<file path="config.mk">
export PLATFORM = sky130hd
export DESIGN_NAME = twi_regport
export DESIGN_NICKNAME = d
export VERILOG_FILES = /design/src/rtl/twi_pkg.sv /design/src/rtl/twi_sync.sv /design/src/rtl/twi_fsm.sv /design/src/rtl/twi_regport.sv
export SDC_FILE = /design/constraint.sdc
export NUM_CORES = 1
export LEC_CHECK = 0
export BUFFER_PORTS_ARGS = -buffer_cell sky130_fd_sc_hd__buf_4
export CAP_MARGIN = 15
export CORE_ASPECT_RATIO = 1.2
export CORE_MARGIN = 3
export CORE_UTILIZATION = 51
export DETAILED_ROUTE_END_ITERATION = 10
export PLACE_DENSITY_LB_ADDON = 0.15
export SETUP_SLACK_MARGIN = 0.3
export SLEW_MARGIN = 30
export SYNTH_ARGS = -nofsm -noshare
export SYNTH_HDL_FRONTEND = slang
export SYNTH_SLANG_ARGS = --single-unit
</file>
<file path="constraint.sdc">
create_clock -name clk -period 1.4 [get_ports clk]
set_clock_uncertainty 0.15 [all_clocks]
set_input_delay 0.07 -clock clk [delete_from_list [all_inputs] [get_ports clk]]
set_output_delay 0.07 -clock clk [all_outputs]
set_load 0.01 [all_outputs]
</file>
<file path="src/rtl/twi_pkg.sv">
package twi_pkg;
  localparam int PTR_W  = 16;
  localparam int BYTE_W = 8;

  typedef enum logic [2:0] {
    S_IDLE,
    S_RX,
    S_ACK,
    S_TX,
    S_MACK
  } twi_state_e;

  typedef enum logic [1:0] {
    B_DEV,
    B_PHI,
    B_PLO,
    B_DAT
  } twi_byte_e;
endpackage

</file>
<file path="src/rtl/twi_sync.sv">
module twi_sync #(
  parameter int STAGES = 2
) (
  input  logic clk,
  input  logic rst_n,
  input  logic scl_in,
  input  logic sda_in,
  output logic scl_now,
  output logic sda_now,
  output logic scl_rise,
  output logic scl_fall,
  output logic start_det,
  output logic stop_det
);
  logic [STAGES-1:0] scl_p;
  logic [STAGES-1:0] sda_p;
  logic              scl_d;
  logic              sda_d;

  always_ff @(posedge clk or negedge rst_n) begin
    if (!rst_n) begin
      scl_p <= '1;
      sda_p <= '1;
      scl_d <= 1'b1;
      sda_d <= 1'b1;
    end else begin
      scl_p <= {scl_p[STAGES-2:0], scl_in};
      sda_p <= {sda_p[STAGES-2:0], sda_in};
      scl_d <= scl_p[STAGES-1];
      sda_d <= sda_p[STAGES-1];
    end
  end

  assign scl_now   = scl_p[STAGES-1];
  assign sda_now   = sda_p[STAGES-1];
  assign scl_rise  = scl_now & ~scl_d;
  assign scl_fall  = ~scl_now & scl_d;
  assign start_det = scl_now & scl_d & sda_d & ~sda_now;
  assign stop_det  = scl_now & scl_d & ~sda_d & sda_now;
endmodule

</file>
<file path="src/rtl/twi_fsm.sv">
module twi_fsm
  import twi_pkg::*;
#(
  parameter logic [6:0] DEV_ADDR = 7'h3A
) (
  input  logic              clk,
  input  logic              rst_n,
  input  logic              scl_rise,
  input  logic              scl_fall,
  input  logic              sda_s,
  input  logic              start_det,
  input  logic              stop_det,
  input  logic [BYTE_W-1:0] reg_rdata,
  output logic              sda_oe,
  output logic [PTR_W-1:0]  reg_addr,
  output logic [BYTE_W-1:0] reg_wdata,
  output logic              reg_we,
  output logic              reg_re
);
  twi_state_e        st_q, st_n;
  twi_byte_e         role_q, role_n;
  logic [3:0]        bit_q, bit_n;
  logic [BYTE_W-1:0] sh_q, sh_n;
  logic [PTR_W-1:0]  ptr_q, ptr_n;
  logic              rw_q, rw_n;
  logic              lock_q, lock_n;
  logic              ldir_q, ldir_n;
  logic              mack_q, mack_n;
  logic              we_c, re_c;

  always_comb begin
    st_n   = st_q;
    role_n = role_q;
    bit_n  = bit_q;
    sh_n   = sh_q;
    ptr_n  = ptr_q;
    rw_n   = rw_q;
    lock_n = lock_q;
    ldir_n = ldir_q;
    mack_n = mack_q;
    we_c   = 1'b0;
    re_c   = 1'b0;
    if (stop_det) begin
      st_n   = S_IDLE;
      lock_n = 1'b0;
    end else if (start_det) begin
      st_n   = S_RX;
      role_n = B_DEV;
      bit_n  = 4'd0;
    end else begin
      unique case (st_q)
        S_RX: begin
          if (scl_rise && bit_q != 4'd8) begin
            sh_n  = {sh_q[BYTE_W-2:0], sda_s};
            bit_n = bit_q + 4'd1;
          end else if (scl_fall && bit_q == 4'd8) begin
            st_n = S_ACK;
            unique case (role_q)
              B_DEV: begin
                if (sh_q[7:1] == DEV_ADDR && !(lock_q && sh_q[0] != ldir_q)) begin
                  rw_n   = sh_q[0];
                  lock_n = 1'b1;
                  ldir_n = sh_q[0];
                  role_n = sh_q[0] ? B_DAT : B_PHI;
                end else begin
                  st_n = S_IDLE;
                end
              end
              B_PHI: begin
                ptr_n[PTR_W-1:BYTE_W] = sh_q;
                role_n = B_PLO;
              end
              B_PLO: begin
                ptr_n[BYTE_W-1:0] = sh_q;
                role_n = B_DAT;
              end
              default: begin
                we_c  = 1'b1;
                ptr_n = ptr_q + 1'b1;
              end
            endcase
          end
        end
        S_ACK: begin
          if (scl_fall) begin
            bit_n = 4'd0;
            if (rw_q) begin
              re_c = 1'b1;
              sh_n = reg_rdata;
              st_n = S_TX;
            end else begin
              st_n = S_RX;
            end
          end
        end
        S_TX: begin
          if (scl_fall) begin
            if (bit_q == 4'd7) begin
              st_n  = S_MACK;
              ptr_n = ptr_q + 1'b1;
            end else begin
              sh_n  = {sh_q[BYTE_W-2:0], 1'b0};
              bit_n = bit_q + 4'd1;
            end
          end
        end
        S_MACK: begin
          if (scl_rise) begin
            mack_n = ~sda_s;
          end else if (scl_fall) begin
            if (mack_q) begin
              re_c  = 1'b1;
              sh_n  = reg_rdata;
              bit_n = 4'd0;
              st_n  = S_TX;
            end else begin
              st_n = S_IDLE;
            end
          end
        end
        default: ;
      endcase
    end
  end

  always_ff @(posedge clk or negedge rst_n) begin
    if (!rst_n) begin
      st_n_reg_reset();
    end else begin
      st_q   <= st_n;
      role_q <= role_n;
      bit_q  <= bit_n;
      sh_q   <= sh_n;
      ptr_q  <= ptr_n;
      rw_q   <= rw_n;
      lock_q <= lock_n;
      ldir_q <= ldir_n;
      mack_q <= mack_n;
    end
  end

  task automatic st_n_reg_reset();
    st_q   <= S_IDLE;
    role_q <= B_DEV;
    bit_q  <= 4'd0;
    sh_q   <= '0;
    ptr_q  <= '0;
    rw_q   <= 1'b0;
    lock_q <= 1'b0;
    ldir_q <= 1'b0;
    mack_q <= 1'b0;
  endtask

  assign sda_oe    = (st_q == S_ACK) | ((st_q == S_TX) & ~sh_q[BYTE_W-1]);
  assign reg_addr  = ptr_q;
  assign reg_wdata = sh_q;
  assign reg_we    = we_c;
  assign reg_re    = re_c;
endmodule

</file>
<file path="src/rtl/twi_regport.sv">
module twi_regport
  import twi_pkg::*;
#(
  parameter logic [6:0] DEV_ADDR    = 7'h3A,
  parameter int         SYNC_STAGES = 2
) (
  input  logic              clk,
  input  logic              rst_n,
  input  logic              scl_i,
  input  logic              sda_i,
  output logic              sda_oe,
  output logic [PTR_W-1:0]  reg_addr,
  output logic [BYTE_W-1:0] reg_wdata,
  output logic              reg_we,
  output logic              reg_re,
  input  logic [BYTE_W-1:0] reg_rdata
);
  logic rst_meta, rst_q;
  logic scl_s, sda_s, scl_rise, scl_fall, sta, sto;

  always_ff @(posedge clk or negedge rst_n) begin
    if (!rst_n) begin
      rst_meta <= 1'b0;
      rst_q    <= 1'b0;
    end else begin
      rst_meta <= 1'b1;
      rst_q    <= rst_meta;
    end
  end

  twi_sync #(.STAGES(SYNC_STAGES)) u_sync (
    .clk       (clk),
    .rst_n     (rst_q),
    .scl_in    (scl_i),
    .sda_in    (sda_i),
    .scl_now   (scl_s),
    .sda_now   (sda_s),
    .scl_rise  (scl_rise),
    .scl_fall  (scl_fall),
    .start_det (sta),
    .stop_det  (sto)
  );

  twi_fsm #(.DEV_ADDR(DEV_ADDR)) u_fsm (
    .clk       (clk),
    .rst_n     (rst_q),
    .scl_rise  (scl_rise),
    .scl_fall  (scl_fall),
    .sda_s     (sda_s),
    .start_det (sta),
    .stop_det  (sto),
    .reg_rdata (reg_rdata),
    .sda_oe    (sda_oe),
    .reg_addr  (reg_addr),
    .reg_wdata (reg_wdata),
    .reg_we    (reg_we),
    .reg_re    (reg_re)
  );
endmodule

</file>
# Yosys cells after proc, flatten, opt, wreduce, memory -nomap -nowiden
# Cells that the tools add are included.
[word_totals]
mem_bits_rw = 0
inputBits = 12
rom_bits = 0
latchBits = 0
regBits = 44
word_cells = 172
n_memories = 0
[op_classes]
eq_ne = 42
n_addsub = 2
shift = 0
muxes = 67
multipliers = 0
bitwise_logic = 17
order_cmp = 0
n_reduce_logical = 29
n_div = 0
[op_table]
columns = ["cell", "count"]
rows = [
  ["16-bit 2-to-1 mux", 4],
  ["8-bit 2-to-1 mux", 8],
  ["4-bit 2-to-1 mux", 8],
  ["16-bit one-hot mux with 2 select lines", 1],
  ["8-bit one-hot mux with 2 select lines", 2],
  ["8-bit one-hot mux with 4 select lines", 1],
  ["3-bit 2-to-1 mux", 10],
  ["8-bit AND reduction", 3],
  ["1-bit 2-to-1 mux", 20],
  ["4-bit by 3-bit inequality test with 1-bit output (second input constant)", 5],
  ["2-bit 2-to-1 mux", 9],
  ["2-bit by 1-bit inequality test with 1-bit output (second input constant)", 9],
  ["3-bit by 2-bit inequality test with 1-bit output (second input constant)", 6],
  ["16-bit by 1-bit adder with 16-bit output (second input constant)", 1],
  ["4-bit one-hot mux with 4 select lines", 1],
  ["2-bit inequality test (second input constant)", 7],
  ["2-bit nonzero test", 7],
  ["4-bit inequality test (second input constant)", 3],
  ["3-bit one-hot mux with 4 select lines", 1],
  ["6-bit AND reduction", 2],
  ["11-bit AND reduction", 1],
  ["9-bit AND reduction", 1],
  ["1-bit bitwise AND", 8],
  ["1-bit NOT", 8],
  ["24 further kinds", 31],
]

# Depth between registers and ports, before layout
# Gate-level depths: netlist of run 1.
[depth]
word_depth = 11
ltp_mapped = 8
mapped_depth_nobuf = 7

# Hierarchy
# From an unflattened synthesis of run 1, not the netlist that was laid out.
[unflattened]
cells_unflattened = 276
hier_area_um2 = 2666.3
[by_module_without_submodules]
columns = ["module", "area_each_um2", "cells_each", "seq_area_each_um2", "instances"]
rows = [
  ["twi_fsm", 2422.3, 263, 900.9, 1],
  ["twi_sync", 190.2, 10, 157.7, 1],
  ["twi_regport", 53.8, 3, 50.0, 1],
]

# Worst setup path after synthesis of run 1
# No wires, ideal clock.
[synth_path]
path_kind = "reg-to-reg"
start = "reg u_fsm.bit_q[0]"
end = "reg u_fsm.sh_q[0], in the netlist u_fsm.reg_wdata[0]"
path_stages_with_launch = 9
path_buffers = 1
setup_ps = 125
period_less_slack_ps = 1985
arrival_ps = 1710
t_required_ps = 1125
path_slack_ps = -585
path_cell_list = "dfrtp_1 inv_1 ha_1 nand3b_1 a221oi_2 a21oi_4 o311a_1 buf_6 mux2_4"
[synth_via]
elab_chain_len = 4
elab_cells_between_ends = 6
classes_between = "eq/ne (4); reduce/logical (2)"
[synth_rtl]
columns = ["element", "line_no", "rtl"]
rows = [
  ["from (decl)", "twi_fsm.sv:22", "logic [3:0] bit_q, bit_n;"],
  ["from (signal assigned)", "twi_fsm.sv:132", "bit_q <= bit_n;"],
  ["4-bit inequality test", "twi_fsm.sv:53", "if (scl_rise && bit_q != 4'd8) begin"],
  ["1-bit logical AND", "twi_fsm.sv:53", ""],
  ["2-bit by 1-bit inequality test with 1-bit output (no line)", "--", ""],
  ["11-bit AND reduction (no line) *", "--", ""],
  ["to (signal assigned)", "twi_fsm.sv:133", "sh_q <= sh_n;"],
  ["to (decl)", "twi_fsm.sv:23", "logic [BYTE_W-1:0] sh_q, sh_n;"],
]
# Every way passes the cells marked *; elsewhere a longest branch is shown, timed or not.
# A chain may end at the register's enable or synchronous reset.

# Worst setup path in the final report of run 1
[layout_path]
start = "reg u_fsm.bit_q[0]"
end = "reg u_fsm.st_q[1]"
[layout_via]
elab_chain_len = 4
elab_cells_between_ends = 9
classes_between = "eq/ne (6); reduce/logical (3)"
[layout_rtl]
columns = ["element", "line_no", "rtl"]
rows = [
  ["4-bit inequality test or 4-bit equality test (tied branches)", "twi_fsm.sv:53, twi_fsm.sv:56", ""],
  ["1-bit logical AND, on equally long branches", "twi_fsm.sv:53, twi_fsm.sv:56", ""],
  ["4-bit inequality test (no line) or 4-bit by 3-bit inequality test with 1-bit output (tied branches)", "--", ""],
  ["8-bit AND reduction (no line) *", "--", ""],
  ["to (signal assigned)", "twi_fsm.sv:130", "st_q <= st_n;"],
  ["to (decl)", "twi_fsm.sv:20", "twi_state_e st_q, st_n;"],
]
# Marks and branches as above.

==> results of run 1 <==
==> per-layer routing <==
| layer | part of all wire | GRT usage |
|---|---|---|
| met5 | 0 | 0 |
| met4 | 0.12 | 0.250 |
| met3 | 0.11 | 0.0778 |
| met2 | 0.47 | 0.676 |
| met1 | 0.31 | 0.382 |
==> flip-flops by register name, summed over array words and instances, names as in the netlist, 2 cells and up <==
name,cells
u_sync.sda_p,2
u_sync.scl_p,2
u_fsm.role_q,2
u_fsm.reg_addr,16
u_fsm.reg_wdata,8
u_fsm.st_q,3
u_fsm.bit_q,4
==> what timing repair did <==
action,4_1_cts,5_1_grt
hold buffers,11,0
buffers inserted,15,13
gates cloned,2,0
hold endpoints to repair,11,0
pin swaps,22,15
gates resized for setup,114,29
endpoints found under the setup margin,61,63
==> logic make-up (layout without fill, tap and decap cells) <==
group	after synthesis	count (layout)
and+or+nand+nor	131	131
AOI/OAI and AO/OA	71	73
DFF	44	44
buffers and inverters	16	174
muxes	14	14
adders and majority gates	8	8
xor gates and xnor gates	2	2
other	1	2
==> power groups by stage <==
stage	sequential, mW	clock, mW	combinational (mW)
floorplan	1.90	0	1.02
global placement	1.70	0	2.31
detailed placement	1.72	0	2.38
CTS	1.74	0.845	3.02
global route	1.80	0.921	3.82
finish	1.79	0.877	3.72
==> path summary, 6_finish.rpt <==
kind	from	to	slack, ns	cells after the start
min in group clk	reg_rdata[0]	u_fsm.reg_wdata[0]	0.14	4
worst min register to register	rst_q	u_fsm.reg_addr[15]	0.07	1
worst min-delay path	rst_q	u_fsm.reg_addr[15]	0.07	1
max in group asynchronous	rst_n	rst_q	0.42	3
worst max-delay path	u_fsm.bit_q[0]	u_fsm.st_q[1]	-0.93	9
worst max register to register	u_fsm.bit_q[0]	u_fsm.st_q[1]	-0.93	9
==> layout make-up <==
type / instances / share of cell area
Antenna cell: 1 / 0.000526
Clock buffer: 8 / 0.0190
Inverter: 6 / 0.00579
Multi-Input combinational cell: 229 / 0.405
Sequential cell: 44 / 0.234
Tap cell: 60 / 0.0158
Timing Repair Buffer: 160 / 0.320
==> placed cells by master, fill, tap and decap left out, types with 4 or more instances in the layout <==
cell            n
o22ai_1         7
dlygate4sd3_1  11
a2bb2oi_2       6
buf_6          66
nand3b_1        4
nand2b_4        5
a21oi_1         6
nor2_1         17
o21ai_1         7
buf_4          79
dfstp_2         6
mux2_4          9
nand3_1        13
nand4_1         4
nand2_1        53
a21oi_4         4
a21oi_2         7
inv_1           5
dfrtp_1        35
clkbuf_8        6
mux2i_1         5
ha_1            6
==> flow_metrics.tcl, run 1 <==
set metrics [dict create \
    cpMostUsedCell "buf_4" \
    slowest_stage "dfrtp_1" \
    synthArstFlopShare 1.00 \
    outcome "finished with violations" \
    critical_path_peak_fanout 5 \
    setup_viol 39 \
    synth_fp_nets 307 \
    yosys.area_share.simple 0.246 \
    portBuffers 38 \
    intPower_mw 3.73 \
    ios 39 \
    cts_sinks 44 \
    final_util 0.955 \
    drcViolationCount 0 \
    min_period_ns 2.33 \
    timing.final.hold_violations 0 \
    dieWidth_um 71.6 \
    via_per_inst 7.18 \
    synthMuxAreaShare 0.0688 \
    worstPathCellList "buf_4 -> buf_6 -> ha_4 -> nand3b_1 -> buf_4 -> nor2_4 -> o21ai_4 -> a21boi_4 -> o32ai_2" \
    core_um2 4970 \
    power_density_nw_per_um2 1340 \
    hp-class "reg2async" \
    finalCritPeriodShare 1.66 \
    irDropWorstVdd_uv 1190 \
    switchingPower_mw 2.65 \
    synth_top_family_by_area "simple AND/OR/NAND/NOR gates" \
    violations "negative setup slack" \
    ant_nets 0 \
    area_growth_pct 80.3 \
    synth_area_um2 2640 \
    cp_slowest_stage_delay_ns 0.38 \
    critPathTopFamily "compound AO/OA/AOI/OAI gates" \
    grt.overflow.total 0 \
    synth_top_cells_by_count "nand2_1, dfrtp_1, nor2_1, a21oi_1, nand3_1" \
    clock.fmax_mhz 430 \
    synth_top_area_share 0.361 \
    dieHeight_um 84.8 \
    cap_violations 0 \
    grtUsageTotal 0.376 \
    htreeDepth 2 \
    antenna_found_initial 0 \
    nNetsFinal 466 \
    synth_ff_type "dfrtp_1" \
    max-clock-path-buffers 2 \
    finalPower_mw 6.39 \
    multi_input_area_um2 1920 \
    initial_utilization 0.530 \
    regArea_um2 1110 \
    p_sw_frac 0.416 \
    cts_root_buffer "clkbuf_8" \
    grt_pass1_wl_um 17500 \
    drive_above_1_share 0.535 \
    clk_latency_ns 0.31 \
    worstSetupEndpointType "flip-flop" \
    dieArea_um2 6070 \
    worst_pin_slew_ns 0.572 \
    routedWlPerCell_um 28.8 \
    hpwl_um 5700 \
    place_area_um2 3670 \
    synth_edf_count 0 \
    drt_iter0_drc 538 \
    syn_avg_cell_area_um2 9.19 \
    crit_required_ns 1.43 \
    seqPwrFrac 0.281 \
    crit_type "reg2reg" \
    nFillCells 120 \
    tns_ns -29.02 \
    grt_max_degree 43 \
    fin_area_um2 4750 \
    slew_headroom 0.615 \
    drt-total-wl_um 14600 \
    synth_cells 287 \
    start_kind "flip-flop" \
    num_rows 28 \
    fin_ws_ns -0.927 \
    pre_cts_ws_ns -0.744 \
    via_count 3646 \
    synth.distinct_cells 60 \
    synthTopCellsByArea "dfrtp_1, nand2_1, dfstp_2" \
    power_frac_comb 0.582 \
    crit_buf_inv 3 \
    grt_pass1_vias 3431 \
    synth.most_common_cell "nand2_1" \
    power.leakage_nw 2.10 \
    yosys_register_bits 44 \
    slew_viol_final 0 \
    ys_seq_area_frac 0.421 \
    whs_ns 0.0709 \
    clk_pin_slew_ns 0.09 \
    gp_congestion 0.910 \
    cts_tree "built" \
    pwr-share-clk 0.137 \
    synth_area_leader_cell "dfrtp_1" \
    grt_setup_unrepaired "yes" \
    cts_inserted_buffers 5 \
    dr.pass1.iters 6 \
    synth_compound_area_frac 0.188 \
    final_cells 508 \
    synth_adder_area_share 0.0380 \
    synthXorXnorAreaFrac 0.00664 \
    cp.arrival_ns 2.36 \
    placed_cells 458 \
    yosys_warnings 0 \
]
(Power assumes the default switching activity.)
==> inputs of run 2 (changes only) <==
Settings changed: SETUP_SLACK_MARGIN 0.3 to default.
==> run 2 against run 1 <==
Net effect:
- the run still ends with negative setup slack left
- die area is the same
- sequential share of layout area grew 2.0 points
- worst hold slack lost 0.037 ns
- first-iteration DRC count shrank 41%
- largest power group unchanged
==> flow_metrics.tcl, run 2 (same netlist as run 1, synthesis figures left out) <==
set metrics [dict create \
    outcome "finished with violations" \
    violations "negative setup slack" \
    cts_tree "built" \
    fin_ws_ns -0.738 \
    power.leakage_nw 1.95 \
    drt-total-wl_um 10000 \
    largest_reg_flops 16 \
    r2r-start "u_fsm.bit_q[1]" \
    layout_common_cells "buf_4, nand2_1, dfrtp_1" \
    dieWidth_um 71.6 \
    final_util 0.879 \
    clock.fmax_mhz 468 \
    reg2reg_depth 8 \
    irDropWorstVdd_uv 859 \
    cp_slowest_stage_delay_ns 0.43 \
    cap_violations 0 \
    dieArea_um2 6070 \
    tns_ns -22.00 \
    num_rows 28 \
    routedWlPerCell_um 20.1 \
    max-clock-path-buffers 2 \
    crit_required_ns 1.18 \
    ant_nets 0 \
    setup_viol 38 \
    critical_path_peak_fanout 3 \
    gp_congestion 0.885 \
    via_count 2993 \
    clk_pin_slew_ns 0.08 \
    cpMostUsedCell "buf_4" \
    dieHeight_um 84.8 \
    worstPathCellList "nand2b_1 -> buf_4 -> nor4_4 -> buf_4 -> and2_1 -> buf_4" \
    slowest_stage "dfrtp_1" \
    cts_sinks 44 \
    final_common_cell "buf_4" \
    hpwl_um 5700 \
    cp.arrival_ns 1.92 \
    placed_cells 464 \
    htreeDepth 2 \
    power_density_nw_per_um2 1270 \
    dr.pass1.iters 5 \
    drive_above_1_share 0.502 \
    finalCritPeriodShare 1.53 \
    crit_start "u_fsm.st_q[2]" \
    hp-class "reg2async" \
    via_per_inst 6.01 \
    crit_type "reg2out" \
    final_cells 498 \
    antenna_found_initial 0 \
    timing.final.hold_violations 0 \
    drcViolationCount 0 \
    cts_root_buffer "clkbuf_8" \
    grt.overflow.total 0 \
    area_growth_pct 65.8 \
    grt_setup_unrepaired "yes" \
    grt_pass1_vias 3050 \
    worstSetupEndpointType "output port" \
    crit_end "reg_we" \
    finalPower_mw 5.56 \
    crit_buf_inv 3 \
    grt_pass1_wl_um 14700 \
    grt_max_degree 31 \
    nFillCells 234 \
    drt_iter0_drc 315 \
    cts_inserted_buffers 5 \
    initial_utilization 0.530 \
    worstReg2RegEnd "u_fsm.reg_wdata[4]" \
    slew_viol_final 0 \
    start_kind "flip-flop" \
    grtUsageTotal 0.315 \
    antenna_cells 0 \
    ios 39 \
    portBuffers 38 \
    nNetsFinal 457 \
    clk_latency_ns 0.30 \
    cp.depth 6 \
    core_um2 4970 \
    ff2ff_setup_slack_ns -0.69 \
    critPathTopFamily "simple AND/OR/NAND/NOR gates" \
    min_period_ns 2.14 \
]
==> run 2: per-layer routing <==
| metal | up-vias | global-route usage | wire, um |
|---|---|---|---|
| met5 | - | 0 | 0 |
| met4 | 0 | 0.202 | 478 |
| met3 | 46 | 0.0539 | 581 |
| met2 | 147 | 0.570 | 5170 |
| met1 | 1456 | 0.326 | 3800 |
| li1 | 1344 | - | - |
==> run 2: worst register-to-register path, stage by stage, from the launching register on <==
cell      delay, ns
dfrtp_1        0.39
inv_1          0.06
ha_1           0.14
nand3b_1       0.17
buf_4          0.19
a221oi_4       0.28
a21oi_4        0.08
o311a_4        0.19
mux2_4         0.33
==> run 2: report_power, final <==
part           internal, mW  leakage [nW]  total, mW  switching, mW
logic                  1.42          1.37       2.85           1.43
clock network         0.530        0.0552      0.987          0.457
registers              1.52         0.528       1.72          0.198
==> run 2: area by class of cell <==
| class | count | area (um^2) | share of cell area |
|---|---|---|---|
| Clock buffer | 6 | 72.6 | 0.0166 |
| Tap cell | 60 | 75.1 | 0.0172 |
| Timing Repair Buffer | 151 | 1260 | 0.288 |
| Sequential cell | 44 | 1110 | 0.254 |
| Inverter | 6 | 27.5 | 0.00630 |
| Multi-Input combinational cell | 229 | 1790 | 0.409 |
| Clock inverter | 2 | 35.0 | 0.00802 |
==> run 2: repair_timing <==
action,CTS,global route
pin swaps,13,6
buffers inserted,11,3
setup endpoints to repair,38,39
endpoints found under the hold margin,11,0
cloned,2,0
hold buffers,11,0
gates resized for setup,61,18
==> run 2: worst min-delay path by stage <==
| stage | startpoint | end | cells after the start |
|---|---|---|---|
| 2_1_floorplan | rst_n | rst_meta | 0 |
| 3_3_place_gp | rst_n | rst_meta | 1 |
| 3_5_place_dp | rst_n | rst_meta | 1 |
| 4_1_cts | rst_q | u_fsm.bit_q[1] | 0 |
| 5_1_grt | rst_q | u_fsm.mack_q | 0 |
| 6_report | rst_q | u_fsm.st_q[1] | 0 |
==> run 2: metrics by stage <==
stage | area, um^2 | hold slack (ns) | worst slack, ns
6_report | 4370 | 0.0340 | -0.738
5_1_grt | 4370 | 0.0457 | -0.765
2_1_floorplan | 2710 | -0.376 | -0.553
3_3_place_gp | 3680 | -0.297 | -0.666
3_5_place_dp | 3680 | -0.297 | -0.731
4_1_cts | 4270 | 0.0224 | -0.585
==> inputs of run 3 (changes only) <==
Settings changed: SKIP_CTS_REPAIR_TIMING from default to 1.
==> run 3 against run 2 <==
Net effect:
- the run still ends with negative setup slack left
- power fell by 0.99%
- sequential cell count did not move
- wire length rose by 0.59%
- setup slack improved by 0.054 ns
- critical endpoint unchanged
==> flow_metrics.tcl, run 3 (same netlist as run 1, synthesis figures left out) <==
set metrics [dict create \
    initial_utilization 0.530 \
    largest_reg_flops 16 \
    nFillCells 265 \
    htreeDepth 2 \
    slew_viol_final 0 \
    drcViolationCount 0 \
    via_count 3048 \
    dieArea_um2 6070 \
    grt_pass1_vias 2664 \
    clk_latency_ns 0.31 \
    pre_cts_ws_ns -0.731 \
    placed_cells 464 \
    clock.fmax_mhz 480 \
    dieWidth_um 71.6 \
    ff2ff_setup_slack_ns -0.67 \
    num_rows 28 \
    violations "negative setup slack" \
    hp-class "reg2async" \
    cp.arrival_ns 1.86 \
    fin_ws_ns -0.684 \
    grtUsageTotal 0.257 \
    dr.pass1.iters 5 \
    setup_viol 38 \
    layout_common_cells "buf_4, nand2_1, dfrtp_1" \
    whs_ns 0.0288 \
    cts_sinks 44 \
    critical_path_peak_fanout 3 \
    routedWlPerCell_um 20.3 \
    drt_iter0_drc 216 \
    cts_root_buffer "clkbuf_8" \
    power.leakage_nw 1.93 \
    timing.final.hold_violations 0 \
    final_cells 497 \
    portBuffers 38 \
    outcome "finished with violations" \
    finalPower_mw 5.50 \
    area_growth_pct 62.5 \
    grt.overflow.total 0 \
    max-clock-path-buffers 2 \
    crit_required_ns 1.18 \
    worstReg2RegEnd "u_fsm.reg_addr[7]" \
    final_common_cell "buf_4" \
    core_um2 4970 \
    crit_type "reg2out" \
    hpwl_um 5700 \
    grt_pass1_wl_um 12200 \
    gp_congestion 0.885 \
    nNetsFinal 456 \
    start_kind "flip-flop" \
    irDropWorstVdd_uv 858 \
    cts_tree "built" \
    drive_above_1_share 0.487 \
    grt_setup_unrepaired "yes" \
    min_period_ns 2.08 \
    reg2reg_depth 9 \
    drt-total-wl_um 10100 \
    ios 39 \
    ant_nets 0 \
    clk_pin_slew_ns 0.08 \
    finalCritPeriodShare 1.49 \
    final_util 0.861 \
    worstSetupEndpointType "output port" \
    grt_max_degree 31 \
    r2r-start "u_fsm.bit_q[1]" \
    cap_violations 0 \
    dieHeight_um 84.8 \
    via_per_inst 6.13 \
    power_density_nw_per_um2 1280 \
    antenna_cells 0 \
    regArea_um2 1110 \
    cts_inserted_buffers 5 \
    antenna_found_initial 0 \
    multi_input_area_um2 1750 \
]
-- run 3: changes by cell type in the layout (fill, tap and decap cells not counted), sizes merged --
cell | previous run | this run
buf | 140 | 139
-- run 3: layout make-up --
| class | instances | share of cell area |
|---|---|---|
| flip-flops and latches | 44 | 0.259 |
| clock inverters | 2 | 0.00818 |
| clock buffers | 6 | 0.0169 |
| well taps | 60 | 0.0175 |
| multi-input cells | 229 | 0.409 |
| inverters | 6 | 0.00643 |
| repair buffers | 150 | 0.283 |
-- run 3: worst max path at each step --
stage / end / start / slack (ns) / cells past startpoint
finish: reg_we / u_fsm.bit_q[1] / -0.68 / 8
global route: u_fsm.reg_addr[7] / u_fsm.bit_q[1] / -0.78 / 9
CTS: u_fsm.reg_wdata[5] / u_fsm.bit_q[0] / -0.73 / 7
detailed placement: u_fsm.reg_wdata[5] / u_fsm.bit_q[0] / -0.73 / 7
global placement: u_fsm.reg_wdata[3] / u_fsm.bit_q[0] / -0.67 / 7
floorplan: u_fsm.reg_wdata[0] / u_fsm.bit_q[0] / -0.55 / 8
-- run 3: per-stage QoR --
stage | setup TNS (ns) | instance area, um^2
after global routing | -23.77 | 4280
after global placement | -18.48 | 3680
after detailed placement | -20.19 | 3680
after floorplan | -13.51 | 2710
final | -20.71 | 4280
after CTS | -21.39 | 3780
-- run 3: critical path, stage by stage (launching register included) --
cell	delay, ns
dfrtp_1	0.42
inv_1	0.08
ha_2	0.16
nand3b_1	0.15
buf_4	0.19
nor4_4	0.15
buf_4	0.18
and2_4	0.14
buf_6	0.09
-- run 3: power breakdown --
| group | leakage (nW) | internal, mW | switching [mW] |
|---|---|---|---|
| logic | 1.35 | 1.36 | 1.42 |
| registers | 0.528 | 1.52 | 0.213 |
| clock network | 0.0552 | 0.530 | 0.460 |
| total | 1.93 | 3.41 | 2.09 |
-- run 3: routing by layer --
metal | up-vias | GRT usage | wire length (um)
met1 | 1476 | 0.281 | 3720
li1 | 1345 | - | -
met2 | 172 | 0.470 | 5260
met4 | 0 | 0.130 | 505
met3 | 55 | 0.0395 | 596
met5 | - | 0 | 0
